File: src/rtl/pkt_rx_pkg.sv
package pkt_rx_pkg;
  localparam logic [7:0] CH_SOT = 8'h0F;
  localparam logic [7:0] CH_EOT = 8'h04;
  localparam logic [7:0] CH_ESC = 8'h05;
  localparam logic [15:0] CRC_POLY = 16'h1021;

  typedef enum logic [1:0] {PS_IDLE, PS_BODY, PS_ESC, PS_HOLD} pstate_t;

  // One byte of CRC-16, MSB first, no reflection.
  function automatic logic [15:0] crc_step(logic [15:0] c, logic [7:0] d);
    logic [15:0] r;
    r = c ^ {d, 8'h00};
    for (int i = 0; i < 8; i++)
      r = r[15] ? ({r[14:0], 1'b0} ^ CRC_POLY) : {r[14:0], 1'b0};
    return r;
  endfunction
endpackage

File: src/rtl/pkt_crc_acc.sv
module pkt_crc_acc
  import pkt_rx_pkg::*;
(
  input  logic        clk,
  input  logic        rst_n,
  input  logic        clr,
  input  logic        en,
  input  logic [7:0]  din,
  output logic [15:0] crc
);
  always_ff @(posedge clk) begin
    if (!rst_n)   crc <= 16'h0000;
    else if (clr) crc <= 16'h0000;
    else if (en)  crc <= crc_step(crc, din);
  end
endmodule

File: src/rtl/pkt_tail_hold.sv
module pkt_tail_hold (
  input  logic       clk,
  input  logic       rst_n,
  input  logic       clr,
  input  logic       push,
  input  logic [7:0] din,
  output logic [7:0] older,
  output logic [7:0] newer,
  output logic       full,
  output logic       spill
);
  logic [1:0] cnt;

  assign full  = (cnt == 2'd2);
  assign spill = push && full;

  always_ff @(posedge clk) begin
    if (!rst_n) begin
      cnt   <= 2'd0;
      older <= 8'h00;
      newer <= 8'h00;
    end else if (clr) begin
      cnt <= 2'd0;
    end else if (push) begin
      newer <= din;
      older <= newer;
      if (!full) cnt <= cnt + 2'd1;
    end
  end
endmodule

File: src/rtl/pkt_rx_unframer.sv
module pkt_rx_unframer
  import pkt_rx_pkg::*;
#(
  parameter int DEPTH = 64,
  localparam int AW = $clog2(DEPTH),
  localparam int LW = $clog2(DEPTH + 1)
) (
  input  logic          clk,
  input  logic          rst_n,
  input  logic          rx_valid,
  input  logic [7:0]    rx_byte,
  input  logic          ack,
  output logic          buf_we,
  output logic [AW-1:0] buf_addr,
  output logic [7:0]    buf_data,
  output logic [LW-1:0] pkt_len,
  output logic          pkt_done,
  output logic          pkt_ok,
  output logic          pkt_err
);
  pstate_t     st;
  logic        ovf;
  logic [15:0] crc;
  logic [7:0]  t_old, t_new;
  logic        t_full, spill;

  // Named events
  logic in_frame, ev_sot, ev_esc, ev_eot, ev_data, room, held;
  logic too_short, crc_match, good;

  assign in_frame  = (st == PS_BODY);
  assign ev_sot    = rx_valid && (st == PS_IDLE || in_frame) && rx_byte == CH_SOT;
  assign ev_esc    = rx_valid && in_frame && rx_byte == CH_ESC;
  assign ev_eot    = rx_valid && in_frame && rx_byte == CH_EOT;
  assign ev_data   = rx_valid && ((in_frame && !ev_sot && !ev_esc && !ev_eot)
                                  || st == PS_ESC);
  assign room      = (pkt_len < LW'(DEPTH));
  assign held      = (st == PS_HOLD);
  assign too_short = !t_full || pkt_len == '0;
  assign crc_match = (crc == {t_new, t_old});
  assign good      = !ovf && !too_short && crc_match;

  pkt_tail_hold u_tail (
    .clk(clk), .rst_n(rst_n), .clr(ev_sot), .push(ev_data), .din(rx_byte),
    .older(t_old), .newer(t_new), .full(t_full), .spill(spill)
  );

  pkt_crc_acc u_crc (
    .clk(clk), .rst_n(rst_n), .clr(ev_sot), .en(spill), .din(t_old), .crc(crc)
  );

  always_ff @(posedge clk) begin
    if (!rst_n) begin
      st <= PS_IDLE;
    end else begin
      unique case (st)
        PS_IDLE: if (ev_sot) st <= PS_BODY;
        PS_BODY: begin
          if (ev_esc)      st <= PS_ESC;
          else if (ev_eot) st <= good ? PS_HOLD : PS_IDLE;
        end
        PS_ESC:  if (rx_valid) st <= PS_BODY;
        PS_HOLD: if (ack) st <= PS_IDLE;
        default: st <= PS_IDLE;
      endcase
    end
  end

  always_ff @(posedge clk) begin
    if (!rst_n) begin
      pkt_len <= '0;
      ovf     <= 1'b0;
    end else if (ev_sot) begin
      pkt_len <= '0;
      ovf     <= 1'b0;
    end else if (spill) begin
      if (room) pkt_len <= pkt_len + LW'(1);
      else      ovf     <= 1'b1;
    end
  end

  always_ff @(posedge clk) begin
    if (!rst_n) begin
      buf_we   <= 1'b0;
      buf_addr <= '0;
      buf_data <= 8'h00;
      pkt_done <= 1'b0;
      pkt_ok   <= 1'b0;
      pkt_err  <= 1'b0;
    end else begin
      buf_we   <= spill && room;
      buf_addr <= pkt_len[AW-1:0];
      buf_data <= t_old;
      pkt_done <= ev_eot;
      pkt_ok   <= ev_eot && good;
      pkt_err  <= ev_eot && (ovf || too_short);
    end
  end
endmodule

File: config.mk
export PLATFORM = sky130hd
export DESIGN_NAME = pkt_rx_unframer
export DESIGN_NICKNAME = d
export VERILOG_FILES = /design/src/rtl/pkt_rx_pkg.sv /design/src/rtl/pkt_crc_acc.sv /design/src/rtl/pkt_tail_hold.sv /design/src/rtl/pkt_rx_unframer.sv
export SDC_FILE = /design/constraint.sdc
export NUM_CORES = 1
export LEC_CHECK = 0
export BUFFER_PORTS_ARGS = -buffer_cell sky130_fd_sc_hd__buf_2
export CORE_ASPECT_RATIO = 0.75
export CORE_MARGIN = 4
export CORE_UTILIZATION = 55
export CTS_CLUSTER_SIZE = 16
export DETAILED_ROUTE_END_ITERATION = 8
export PLACE_DENSITY = 0.83
export SYNTH_ARGS = -nofsm -noshare
export SYNTH_HDL_FRONTEND = slang
export SYNTH_SLANG_ARGS = --single-unit
File: constraint.sdc
create_clock -name clk -period 2.1 [get_ports clk]
set_clock_uncertainty 0.05 [all_clocks]
set_input_delay 0.42 -clock clk [delete_from_list [all_inputs] [get_ports clk]]
set_output_delay 0.42 -clock clk [all_outputs]
set_load 0.01 [all_outputs]
# == Word level (Yosys, flattened, before mapping) ==
# Index checks and enable logic that the tools add are counted.
# totals
reg_bits,62
input_bits,12
word_cells,89
# op_classes
add_sub_neg,2
magnitude_cmp,1
n_eq_ne,12
muxes,15
n_bitwise,13
n_reduce_logical,33
# ops
operator,count
13-bit two-way mux,8
3-bit inverter,8
16-bit == test,1
"8-bit by 3-bit == test with 1-bit output, second input constant",2
16-bit bitwise XOR,1
1-bit logical AND,15
2-bit two-way mux,6
"8-bit by 4-bit == test with 1-bit output, second input constant",1
2-bit case mux with 4 select lines,1
2-bit AND reduction,4
"7-bit by 1-bit adder with 7-bit output, second input constant",1
7-bit zero test,1
"7-bit less-than comparator, second input constant",1
"2-bit == test, second input constant",3
1-bit zero test,6
"2-bit inequality test, second input constant",3
1-bit logical OR,4
1-bit inverter,4
4-bit AND reduction,1
"3-bit by 1-bit inequality test with 1-bit output, second input constant",1
"2-bit by 1-bit adder with 2-bit output, second input constant",1
"2-bit by 1-bit == test with 1-bit output, second input constant",1
2-bit zero test,1
2-bit OR reduction,1

# == Logic depth before layout (Yosys ltp) ==
# logic_depth
word_depth,17
ltp_mapped,7
depth_no_buf,7

# == Modules after synthesis ==
# From an unflattened synthesis, not the netlist that was laid out.
# unflattened
hier_cells,299
area_unflattened_um2,3015.4
# by_module_without_submodules
mod,instances,cells_per_inst,area_per_inst_um2
pkt_rx_unframer,1,138,1255.0
pkt_crc_acc,1,79,973.4
pkt_tail_hold,1,82,787.0

# == Least setup slack after synthesis ==
# Ideal clock, no wire load.
# synth_path
path_type,input to register
from,in rx_byte[4]
to,reg u_tail.cnt[0]
arrival_ns,1.494
required_ns,1.935
path_slack_ns,0.441
path_stages,5
path_buffers,1
cell_sequence,nor3b_2 nand2_1 o31ai_4 buf_4 nor2_1
# synth_between
elab_chain_len,9
word_cells_on_any_way,16
classes_between,eq/ne (3); reduce/logical (13)
# synth_lines
item,line_no,text
"start, declared",pkt_rx_unframer.sv:11,"input logic [7:0] rx_byte,"
8-bit by 4-bit == test with 1-bit output,pkt_rx_unframer.sv:32,assign ev_sot = rx_valid && (st == PS_IDLE || in_frame) && rx_byte == CH_SOT;
1-bit logical AND,pkt_rx_unframer.sv:32,
1-bit zero test,pkt_rx_unframer.sv:35,assign ev_data = rx_valid && ((in_frame && !ev_sot && !ev_esc && !ev_eot)
1-bit logical AND (3 in a row),pkt_rx_unframer.sv:35,
1-bit logical OR,pkt_rx_unframer.sv:36,|| st == PS_ESC);
1-bit logical AND,pkt_rx_unframer.sv:35,
2-bit AND reduction (no line),-,
"end signal, assigned",pkt_tail_hold.sv:27,if (!full) cnt <= cnt + 2'd1;
"end, declared",pkt_tail_hold.sv:12,logic [1:0] cnt;
# Parallel ways exist; a longest one is shown, timed or not.
# A chain may end at the register's enable or synchronous reset.

# == Worst setup path after layout ==
# layout_path
from,reg u_tail.cnt[0]
to,reg st[0]
# layout_between
elab_chain_len,10
# layout_lines
item,line_no,text
2-bit == test,pkt_tail_hold.sv:14,assign full = (cnt == 2'd2);
1-bit zero test,-,
1-bit logical OR,pkt_rx_unframer.sv:39,assign too_short = !t_full || pkt_len == '0;
1-bit zero test,pkt_rx_unframer.sv:41,assign good = !ovf && !too_short && crc_match;
1-bit logical AND (2 in a row),pkt_rx_unframer.sv:41,
2-bit two-way mux (2 in a row),pkt_rx_unframer.sv:60,else if (ev_eot) st <= good ? PS_HOLD : PS_IDLE;
2-bit two-way mux,pkt_rx_unframer.sv:59,if (ev_esc) st <= PS_ESC;
2-bit case mux with 4 select lines,pkt_rx_unframer.sv:56,unique case (st)
"end signal, assigned",pkt_rx_unframer.sv:60,
"end, declared",pkt_rx_unframer.sv:21,pstate_t st;
# No other way between the ends. The select of a mux whose other input is x is not followed.

==> run metrics <==
top cell type by total area after synthesis dfxtp_1; clock share of power 0.468; buffers plus inverters on the worst setup path 2; Final Hold Violating Endpoints 0; Post-synth EDFFs 0; Worst EP arrival 2130 ps; Crit Path Max Fanout 4; Clock Sinks between 60 and 70; Die Area between 6000 and 7000 µm²; Mapped Cells between 300 and 400; largest net degree at the start of global routing 27; core area 4950 µm²; CTS tree built; final wirelength between 5 and 6 mm; Synth top area share 0.434; Synth Area in Simple Gates 0.242; # Max-Cap Violations 0; DR vias 2255; met2 GRT Util 0.293; Root Buffer clkbuf_8; Slew @ Worst Pin approximately 440 ps; Tmin final between 1500 and 2000 ps; IO Count 37; worst reg-to-reg setup slack around 210 ps; outcome finished, final reports clean; placed cells slightly above 400; post-CTS setup buffer count 0; Post-synth ARST share 0; Psw a little under 0.5 mW; ys flop type dfxtp_1; final setup margin approximately 210 ps; Reg clk slew, reported paths 60 ps; RSZ-0062 raised after global routing no; met3 usage 0.0743; Area Growth Syn to Fin 15.4%; fin crit share 0.901; hold crit path type input port to flop; Logic pwr share 0.026; vias per cell about 5.4; Final ANT Viol Nets 0; chip width between 90 and 100 µm; crit path cell chain inv_1 -> ha_1 -> inv_1 -> a311oi_1 -> and3_1 -> and3_1 -> o221a_2; Die H between 70 and 80 µm; GR peak layer met2; CTS Hold Bufs 0; Max Clk Rate between 0.5 and 0.6 GHz; met1 usage 0.279; placed standard-cell area roughly 3100 µm²; cts repair resizes 0; post-synthesis adder-cell area fraction 0.0131; worst slack at placement 211 ps; CP Launch Type flop; Switching Share 0.210; cts bufs inserted 9; Rows 22; H-tree depth 3; Lkg Pwr 1.26 nW; HPWL after DPL around 4.2 mm; first-pass GRT wire length around 10 mm; crit path max-delay cell type a311oi_1; total negative setup slack 0 ps; Slew Limit Fails 0; Antenna diodes 0; synthesized net count 330; Seq/Total Area, Yosys 0.434; DR iter-0 viols 270; XOR/XNOR share of the synthesized area 0.137; CP Capture Type flop; final instance count without filler cells about 420; port bufs 36; Flop pwr share 0.506; compound-gate portion of the synthesized area 0.125; worst skew pair latency 340 ps; largest family of logic cells by synthesized area simple AND/OR/NAND/NOR gates; Final setup viols 0; wire per inst 14.3 µm; Ys Warns 0; 1st-pass router iterations 4; delay of the slowest cell on the worst path between 400 and 500 ps; power per cell area 704 nW/µm²; final net count between 300 and 400; vias in the first global route 2100; Routability Congestion approximately 0.83; initial core utilization 0.577; VDD IR max 0.000634 V; antenna violations before repair 0; critical path class flop to flop; mapped cell area ~2900 µm²; Seq cells post-synth 62; # DRC 0; Internal Power between 1.5 and 2 mW; post-synthesis mux area share 0.0140; layout cells sized above 1 0.201; Synth area leaders dfxtp_1 43%, xnor2_1 11%, nand2_1 7.7%, a21boi_0 3.9%, nor2_1 3.5%; headroom to the max-slew limit 0.702; number of fill cells 409; crit-path leading delay family compound AO/OA/AOI/OAI gates; post-route cell area ~3300 µm²; GRT Total Usage 0.204; gr ovfl total 0; CTS max path bufs 2; Critical Path RT about 2300 ps; Yosys cell types 47; post-synthesis area per instance 9.08 µm²
## per-stage QoR
stage               power [mW]   util  hold slack (ps)
finish                    2.32  0.666              293
global placement          1.26  0.624              399
global route              2.41  0.666              291
detailed placement        1.26  0.624              399
CTS                       2.34  0.666              278
floorplan                 1.24      -              374
## power by group through the flow
stage	Combinational [mW]	Clock (mW)	Sequential, mW
floorplan	0.0343	0	1.20
global placement	0.0592	0	1.20
detailed placement	0.0604	0	1.20
CTS	0.0606	1.11	1.18
global route	0.0679	1.17	1.18
finish	0.0604	1.09	1.18
## synth_stat cells (all sizes together), types with 4 or more instances
master  instances
buf             7
and2           16
nand3           4
a211oi          4
o21ai           6
dfxtp          62
xor2            8
inv             7
xnor2          36
mux2i           4
clkbuf          5
a21boi         16
nand2          59
a21oi          13
and3            4
nand4           6
nor2           28
## final timing paths
path | to | from | cells past startpoint
worst max-delay path | st[0] | u_tail.cnt[0] | 7
worst min-delay path | u_tail.newer[6] | rx_byte[6] | 3
worst max register to register | st[0] | u_tail.cnt[0] | 7
worst min register to register | ovf | ovf | 2
## cells in the final DEF, fill, tap and decap left out, types with 2 or more instances in the layout
cell	count
xnor2_1	36
nor4_1	2
buf_4	4
mux2i_1	4
and2_1	15
clkbuf_8	12
o21ai_0	6
nand3_1	3
a211oi_2	2
nand4_1	6
nor3_4	2
a21boi_0	15
and4_1	3
ha_1	3
dfxtp_1	62
nor2_1	27
xor2_1	7
nor3b_1	2
buf_2	36
and3_1	3
a21oi_1	13
inv_1	7
nand2_1	59
nand2b_1	3
a211oi_1	2
## registers in the layout, indices dropped and copies added, names as in the netlist
name,cells
u_crc.crc,16
buf_data,8
u_tail.newer,8
u_tail.older,8
pkt_len,7
buf_addr,6
st,2
u_tail.cnt,2
buf_we,1
ovf,1
pkt_done,1
pkt_err,1
pkt_ok,1
## area by class of cell
| class | count | area (µm²) | area share |
|---|---|---|---|
| clock inverters | 3 | 42.5 | 0.0129 |
| inverters | 7 | 26.3 | 0.00796 |
| clock buffers | 12 | 165 | 0.0500 |
| repair buffers | 41 | 230 | 0.0697 |
| well taps | 60 | 75.1 | 0.0227 |
| flip-flops and latches | 62 | 1240 | 0.376 |
| multi-input cells | 234 | 1520 | 0.461 |
## worst min-delay path, delay by kind of cell
| family | cells | cell delay, ps |
|---|---|---|
| AO/OA/AOI/OAI | 1 | 50 |
| AND/OR/NAND/NOR | 1 | 60 |
| buffers and inverters | 1 | 100 |
## cell families (layout without fill, tap and decap cells)
group	Yosys count	in the layout
adders and majority gates	3	3
muxes	4	4
and+or+nand+nor	135	135
DFF	62	62
buffers and inverters	19	63
xor gates and xnor gates	44	44
AOI/OAI and AO/OA	48	48
## layer usage
layer | wire, µm | up-vias
li1 | - | 1131
met3 | 510 | 12
met4 | 70 | 0
met1 | 2800 | 1026
met5 | 0 | -
met2 | 2600 | 86
No activity file was read; power rests on OpenSTA's default activity.
